$ cat src/rtl/vnh_pkg.sv
package vnh_pkg;

    typedef enum logic [1:0] {
        SZ_16_TO_8  = 2'd0,
        SZ_32_TO_16 = 2'd1,
        SZ_64_TO_32 = 2'd2,
        SZ_ILLEGAL  = 2'd3
    } lane_size_e;

    localparam int MIN_LANE_W = 16;

endpackage

$ cat src/rtl/vnh_dword.sv
module vnh_dword
    import vnh_pkg::*;
#(
    parameter int DW = 64
) (
    input  logic [DW-1:0]   a_i,
    input  logic [DW-1:0]   b_i,
    input  logic [1:0]      size_i,
    input  logic            sub_i,
    input  logic            rnd_i,
    output logic [DW/2-1:0] hi_o
);
    localparam int NSZ = $clog2(DW / MIN_LANE_W) + 1;

    logic [DW/2-1:0] per_sz [NSZ];

    for (genvar s = 0; s < NSZ; s++) begin : g_sz
        localparam int LW = MIN_LANE_W << s;
        localparam int HW = LW / 2;
        localparam int NL = DW / LW;
        logic [DW/2-1:0] nar;
        for (genvar l = 0; l < NL; l++) begin : g_ln
            logic [LW-1:0] av_d;
            logic [LW-1:0] bv_d;
            logic [LW-1:0] bias_d;
            logic [LW-1:0] wide_d;
            always_comb begin
                av_d   = a_i[l*LW +: LW];
                bv_d   = b_i[l*LW +: LW];
                bias_d = rnd_i ? (LW'(1) << (HW - 1)) : '0;
                wide_d = (sub_i ? (av_d - bv_d) : (av_d + bv_d)) + bias_d;
            end
            assign nar[l*HW +: HW] = HW'(wide_d >> HW);
        end
        assign per_sz[s] = nar;
    end

    always_comb begin
        hi_o = '0;
        for (int s = 0; s < NSZ; s++) begin
            if (int'(size_i) == s) begin
                hi_o = per_sz[s];
            end
        end
    end

endmodule

$ cat src/rtl/vnh_legal.sv
module vnh_legal
    import vnh_pkg::*;
#(
    parameter int RIW = 5
) (
    input  logic [1:0]     size_i,
    input  logic [RIW-1:0] idx_d_i,
    input  logic [RIW-1:0] idx_n_i,
    input  logic [RIW-1:0] idx_m_i,
    input  logic           ext_en_i,
    output logic           illegal_o
);
    logic bad_size_d;
    logic odd_src_d;
    logic bank_d;

    always_comb begin
        bad_size_d = (lane_size_e'(size_i) == SZ_ILLEGAL);
        odd_src_d  = idx_n_i[0] | idx_m_i[0];
        bank_d     = !ext_en_i && (|((idx_d_i | idx_n_i | idx_m_i) >> (RIW - 1)));
        illegal_o  = bad_size_d | odd_src_d | bank_d;
    end

endmodule

$ cat src/rtl/vnarrow_hn.sv
module vnarrow_hn
    import vnh_pkg::*;
#(
    parameter int DW    = 64,
    parameter int NDW   = 2,
    parameter int RIW   = 5,
    localparam int OPW  = DW * NDW,
    localparam int RESW = (DW / 2) * NDW
) (
    input  logic            clk,
    input  logic            rst_n,
    input  logic            in_valid,
    input  logic [OPW-1:0]  opa,
    input  logic [OPW-1:0]  opb,
    input  logic [1:0]      size_sel,
    input  logic            sub_sel,
    input  logic            rnd_sel,
    input  logic [RIW-1:0]  idx_d,
    input  logic [RIW-1:0]  idx_n,
    input  logic [RIW-1:0]  idx_m,
    input  logic            ext_bank_en,
    output logic            res_valid,
    output logic [RESW-1:0] res_data,
    output logic            undef_flag
);
    typedef struct packed {
        logic            vld;
        logic            und;
        logic [RESW-1:0] data;
    } out_state_t;

    out_state_t      st_d;
    out_state_t      st_q;
    logic [RESW-1:0] packed_d;
    logic            illegal_d;

    for (genvar h = 0; h < NDW; h++) begin : g_dw
        vnh_dword #(.DW(DW)) u_dword (
            .a_i    (opa[h*DW +: DW]),
            .b_i    (opb[h*DW +: DW]),
            .size_i (size_sel),
            .sub_i  (sub_sel),
            .rnd_i  (rnd_sel),
            .hi_o   (packed_d[h*(DW/2) +: DW/2])
        );
    end

    vnh_legal #(.RIW(RIW)) u_legal (
        .size_i    (size_sel),
        .idx_d_i   (idx_d),
        .idx_n_i   (idx_n),
        .idx_m_i   (idx_m),
        .ext_en_i  (ext_bank_en),
        .illegal_o (illegal_d)
    );

    always_comb begin
        st_d     = st_q;
        st_d.vld = 1'b0;
        st_d.und = 1'b0;
        if (in_valid) begin
            if (illegal_d) begin
                st_d.und = 1'b1;
            end else begin
                st_d.vld  = 1'b1;
                st_d.data = packed_d;
            end
        end
    end

    always_ff @(posedge clk or negedge rst_n) begin
        if (!rst_n) begin
            st_q <= '0;
        end else begin
            st_q <= st_d;
        end
    end

    assign res_valid  = st_q.vld;
    assign undef_flag = st_q.und;
    assign res_data   = st_q.data;

endmodule

$ cat config.mk
export PLATFORM = sky130hd
export DESIGN_NAME = vnarrow_hn
export DESIGN_NICKNAME = d
export VERILOG_FILES = /design/src/rtl/vnh_pkg.sv /design/src/rtl/vnh_dword.sv /design/src/rtl/vnh_legal.sv /design/src/rtl/vnarrow_hn.sv
export SDC_FILE = /design/constraint.sdc
export NUM_CORES = 1
export LEC_CHECK = 0
export ABC_CLOCK_PERIOD_IN_PS = 1600
export BUFFER_PORTS_ARGS = -buffer_cell sky130_fd_sc_hd__buf_4
export CAP_MARGIN = 20
export CORE_ASPECT_RATIO = 0.6
export CORE_MARGIN = 2
export CORE_UTILIZATION = 40
export DETAILED_ROUTE_END_ITERATION = 8
export GPL_ROUTABILITY_DRIVEN = 1
export MAX_ROUTING_LAYER = met4
export PLACE_DENSITY = 0.65
export SETUP_SLACK_MARGIN = 0.4
export SLEW_MARGIN = 40
export SYNTH_ARGS = -nofsm -noshare
export SYNTH_HDL_FRONTEND = slang
export SYNTH_SLANG_ARGS = --single-unit
$ cat constraint.sdc
create_clock -name clk -period 1.6 [get_ports clk]
set_input_delay 0.08 -clock clk [delete_from_list [all_inputs] [get_ports clk]]
set_output_delay 0.08 -clock clk [all_outputs]
set_load 0.02 [all_outputs]
==> flow_summary.ini <==
[clock_tree]
worst_setup_hold_path_clk_slew_ps = 70
cts_tree = yes
clock_insertion_delay_worst_skew_ps = 350
clk_root_buffer_cell = sky130_fd_sc_hd__clkbuf_16
cts.sinks = 66
h-tree-depth = 3
total_clock_buffers_created_by_cts = 9
ctsLongestPathBuffers = 2

[critical_path]
critPathLaunchType = input port
worstPathArrival_ps = 5280
timing.setup.critical_path_class = input port to flip-flop
reg2reg_slack_ps = 300
reg2regPathDepth = 4
timing.critical_path.buf_inv = 5
path_max_fanout = 5
worst_r2r_startpoint = res_data[63]
crit_path_max_incr_delay_ps = 440
worstReg2RegEnd = res_data[63]
cp_slowest_cell = sky130_fd_sc_hd__or4b_1
worstSetupPathDepth = 23
cp_data_required_time_ps = 1900
cp_top_family = simple AND/OR/NAND/NOR gates
capturing_element_type_of_the_critical_path = flip-flop
worstPathCellList = buf_8, nor4_4, buf_4, nand2b_4, or4_4, buf_6, nor3_4, a41oi_2, buf_6, xnor2_1, ha_1, a21oi_1, o21ai_0, buf_4, a221o_1, o21ai_2, or4b_1, o211a_1, and3b_2, and4_4, a32o_1, or4_1, nand3_1

[sta]
fmaxAchievable_mhz = 201
final-hold-violation-count = 0
maxSlewViolCount = 0
final_min_period_over_clock_period = 3.12
max-slew-margin-rel = 0.464
report.final.setup_viol = 64
timing.final.crit_period_ps = 4990
worst_pin_slew_ps = 801
finalClockSkew_ps = 0
fin_ws_ps = -3390
unrepaired_setup_endpoints_after_global_routing = true
fin_hold_ws_ps = 41.0

[worst_hold_path]
hold_depth = 2
timing.hold.worst_endpoint = undef_flag
holdCritStartpoint = in_valid
worstHoldPathType = input port to flip-flop

[power_and_ir_drop]
cellLeakagePower_nw = 21.3
powerDensity_nw_per_um2 = 766
vdd_ir_max_v = 0.000874

[cells_and_area]
fill_cells = 5173
finalNetCount = 6170
layout.area.seq_um2 = 1650
layoutNonFillerInstCount = 6476
drive_above_1_share = 0.475
multiInputGateArea_um2 = 25800
final_util = 0.726
post_synthesis_to_final_layout_area_growth_pct = 79.2
design_area_um2 = 45500

[grt]
grt_first_pass_wirelength_mm = 196
largest_net_degree_at_the_start_of_global_routing = 42
antenna_found_initial = 2
globalRouteOverflowTotal = 0
vias_in_the_first_global_route = 33977
grt_util_overall = 0.398

[run_status]
violations = setup timing
outcome = complete, but fails checks

[placed_design]
detailed_place_hpwl_mm = 113
place_congestion = 1.05
place_ws_ps = -4080
port_buffers = 334
postPlaceCellArea_um2 = 41100
placed_cells = 6305

[run]
cap_violations = 0

[floorplan]
die_x_um = 329
floorplan.die_area_um2 = 65600
placement_rows = 71
floorplan.initialDensity = 0.405
core-area_um2 = 62700
die_boundary_height_um = 199
top_level_ports = 345

[logic_synthesis]
syn-cell-area_um2 = 25400
synth_top_area_share = 0.129
synth.yosys.warnings = 0
synth_top_cells_by_area = sky130_fd_sc_hd__ha_1 13%, sky130_fd_sc_hd__xnor2_1 13%, sky130_fd_sc_hd__a21oi_1 7.2%
post-synth-top-count-cell = sky130_fd_sc_hd__nor2_1
ys_seq_elements = 66
synth-main-ff-cell = sky130_fd_sc_hd__dfrtp_1
synth_area_per_cell_um2 = 6.87
portion_of_the_post_synthesis_area_used_by_sequential_elements = 0.0650
post_synth_num_cell_types = 119
synth_commonest_cells = 444 x sky130_fd_sc_hd__nor2_1, 367 x sky130_fd_sc_hd__a21oi_1, 363 x sky130_fd_sc_hd__xnor2_1
syn-instance-count = 3695
number_of_enable_type_register_cells_in_the_synthesized_netlist = 0
synth_largest_area_cell = sky130_fd_sc_hd__ha_1
syn_nets = 4236
ffs_w_async_s_r_synth = 1.00

[detailed_routing]
postRouteAntennaNets = 0
wl_per_cell_um = 20.8
final_wirelength_mm = 135
dr.first_iter.drc_count = 3971
drt_pass1_iterations = 7
num_vias = 36719
viasPerCell = 5.67
post-route-drc-count = 0
-- state kept, by name, indices dropped and copies added (netlist names) --
register,count
res_valid,1
undef_flag,1
res_data,64
-- area by class of cell --
type	count	area share
multi-input cells	3374	0.568
repair buffers	2095	0.359
flip-flops and latches	66	0.0363
well taps	839	0.0231
inverters	83	0.00723
clock buffers	9	0.00495
clock inverters	7	0.00154
diodes	3	0.000165
-- metal layers --
layer | wire [um] | track usage | share of wire
met4 | 2510 | 0.0709 | 0.019
met1 | 63800 | 0.589 | 0.47
met5 | 0 | - | 0
met2 | 51000 | 0.506 | 0.38
met3 | 17600 | 0.137 | 0.13
-- metrics by stage --
stage	power, mW	TNS [ps]
floorplan	15.0	-191080
global placement	28.6	-228140
CTS	32.2	-189470
finish	34.9	-197130
global route	36.7	-207480
detailed placement	28.8	-234600
-- timing repair --
action / CTS / global route
setup buffers: 69 / 82
pin swaps: 154 / 197
endpoints found under the hold margin: 31 / 0
setup endpoints to repair: 64 / 65
gates resized for setup: 316 / 354
hold buffers: 1 / 0
-- logic make-up (layout without fill, tap and decap cells) --
kind of cell	after synthesis	in the layout	share of synthesized area
multiplexers	33	33	0.0134
XOR/XNOR	573	573	0.198
AND/OR/NAND/NOR	1426	1426	0.280
AO/OA/AOI/OAI	1079	1079	0.274
buffers and inverters	255	2194	0.0402
flip-flops	66	66	0.0650
other	0	3	0
adder cells (fa/ha/maj)	263	263	0.129
-- layout by cell type (no fill, tap or decap), drive strengths merged, types with 87 or more instances in the layout --
| cell | count |
|---|---|
| a21oi | 376 |
| buf | 2094 |
| ha | 262 |
| nand2 | 343 |
| nand3 | 87 |
| nand4 | 91 |
| nor2 | 445 |
| nor3 | 117 |
| o21ai | 223 |
| xnor2 | 363 |
| xor2 | 210 |
-- report_power, final --
| part | leakage [nW] | internal, mW | total [mW] | switching [mW] |
|---|---|---|---|---|
| Sequential | 0.824 | 2.17 | 2.92 | 0.755 |
| Clock | 0.145 | 1.20 | 2.09 | 0.885 |
| Combinational | 20.3 | 14.7 | 29.9 | 15.2 |
-- worst max-delay path by stage --
stage / from / slack [ps] / end
floorplan: opb[0] / -3610 / res_data[17]
global placement: opb[68] / -3880 / res_data[63]
detailed placement: opb[0] / -4080 / res_data[31]
CTS: opb[90] / -3250 / res_data[63]
global route: opb[67] / -3530 / res_data[54]
finish: opb[87] / -3390 / res_data[63]
No activity file was read; power rests on OpenSTA's default activity.
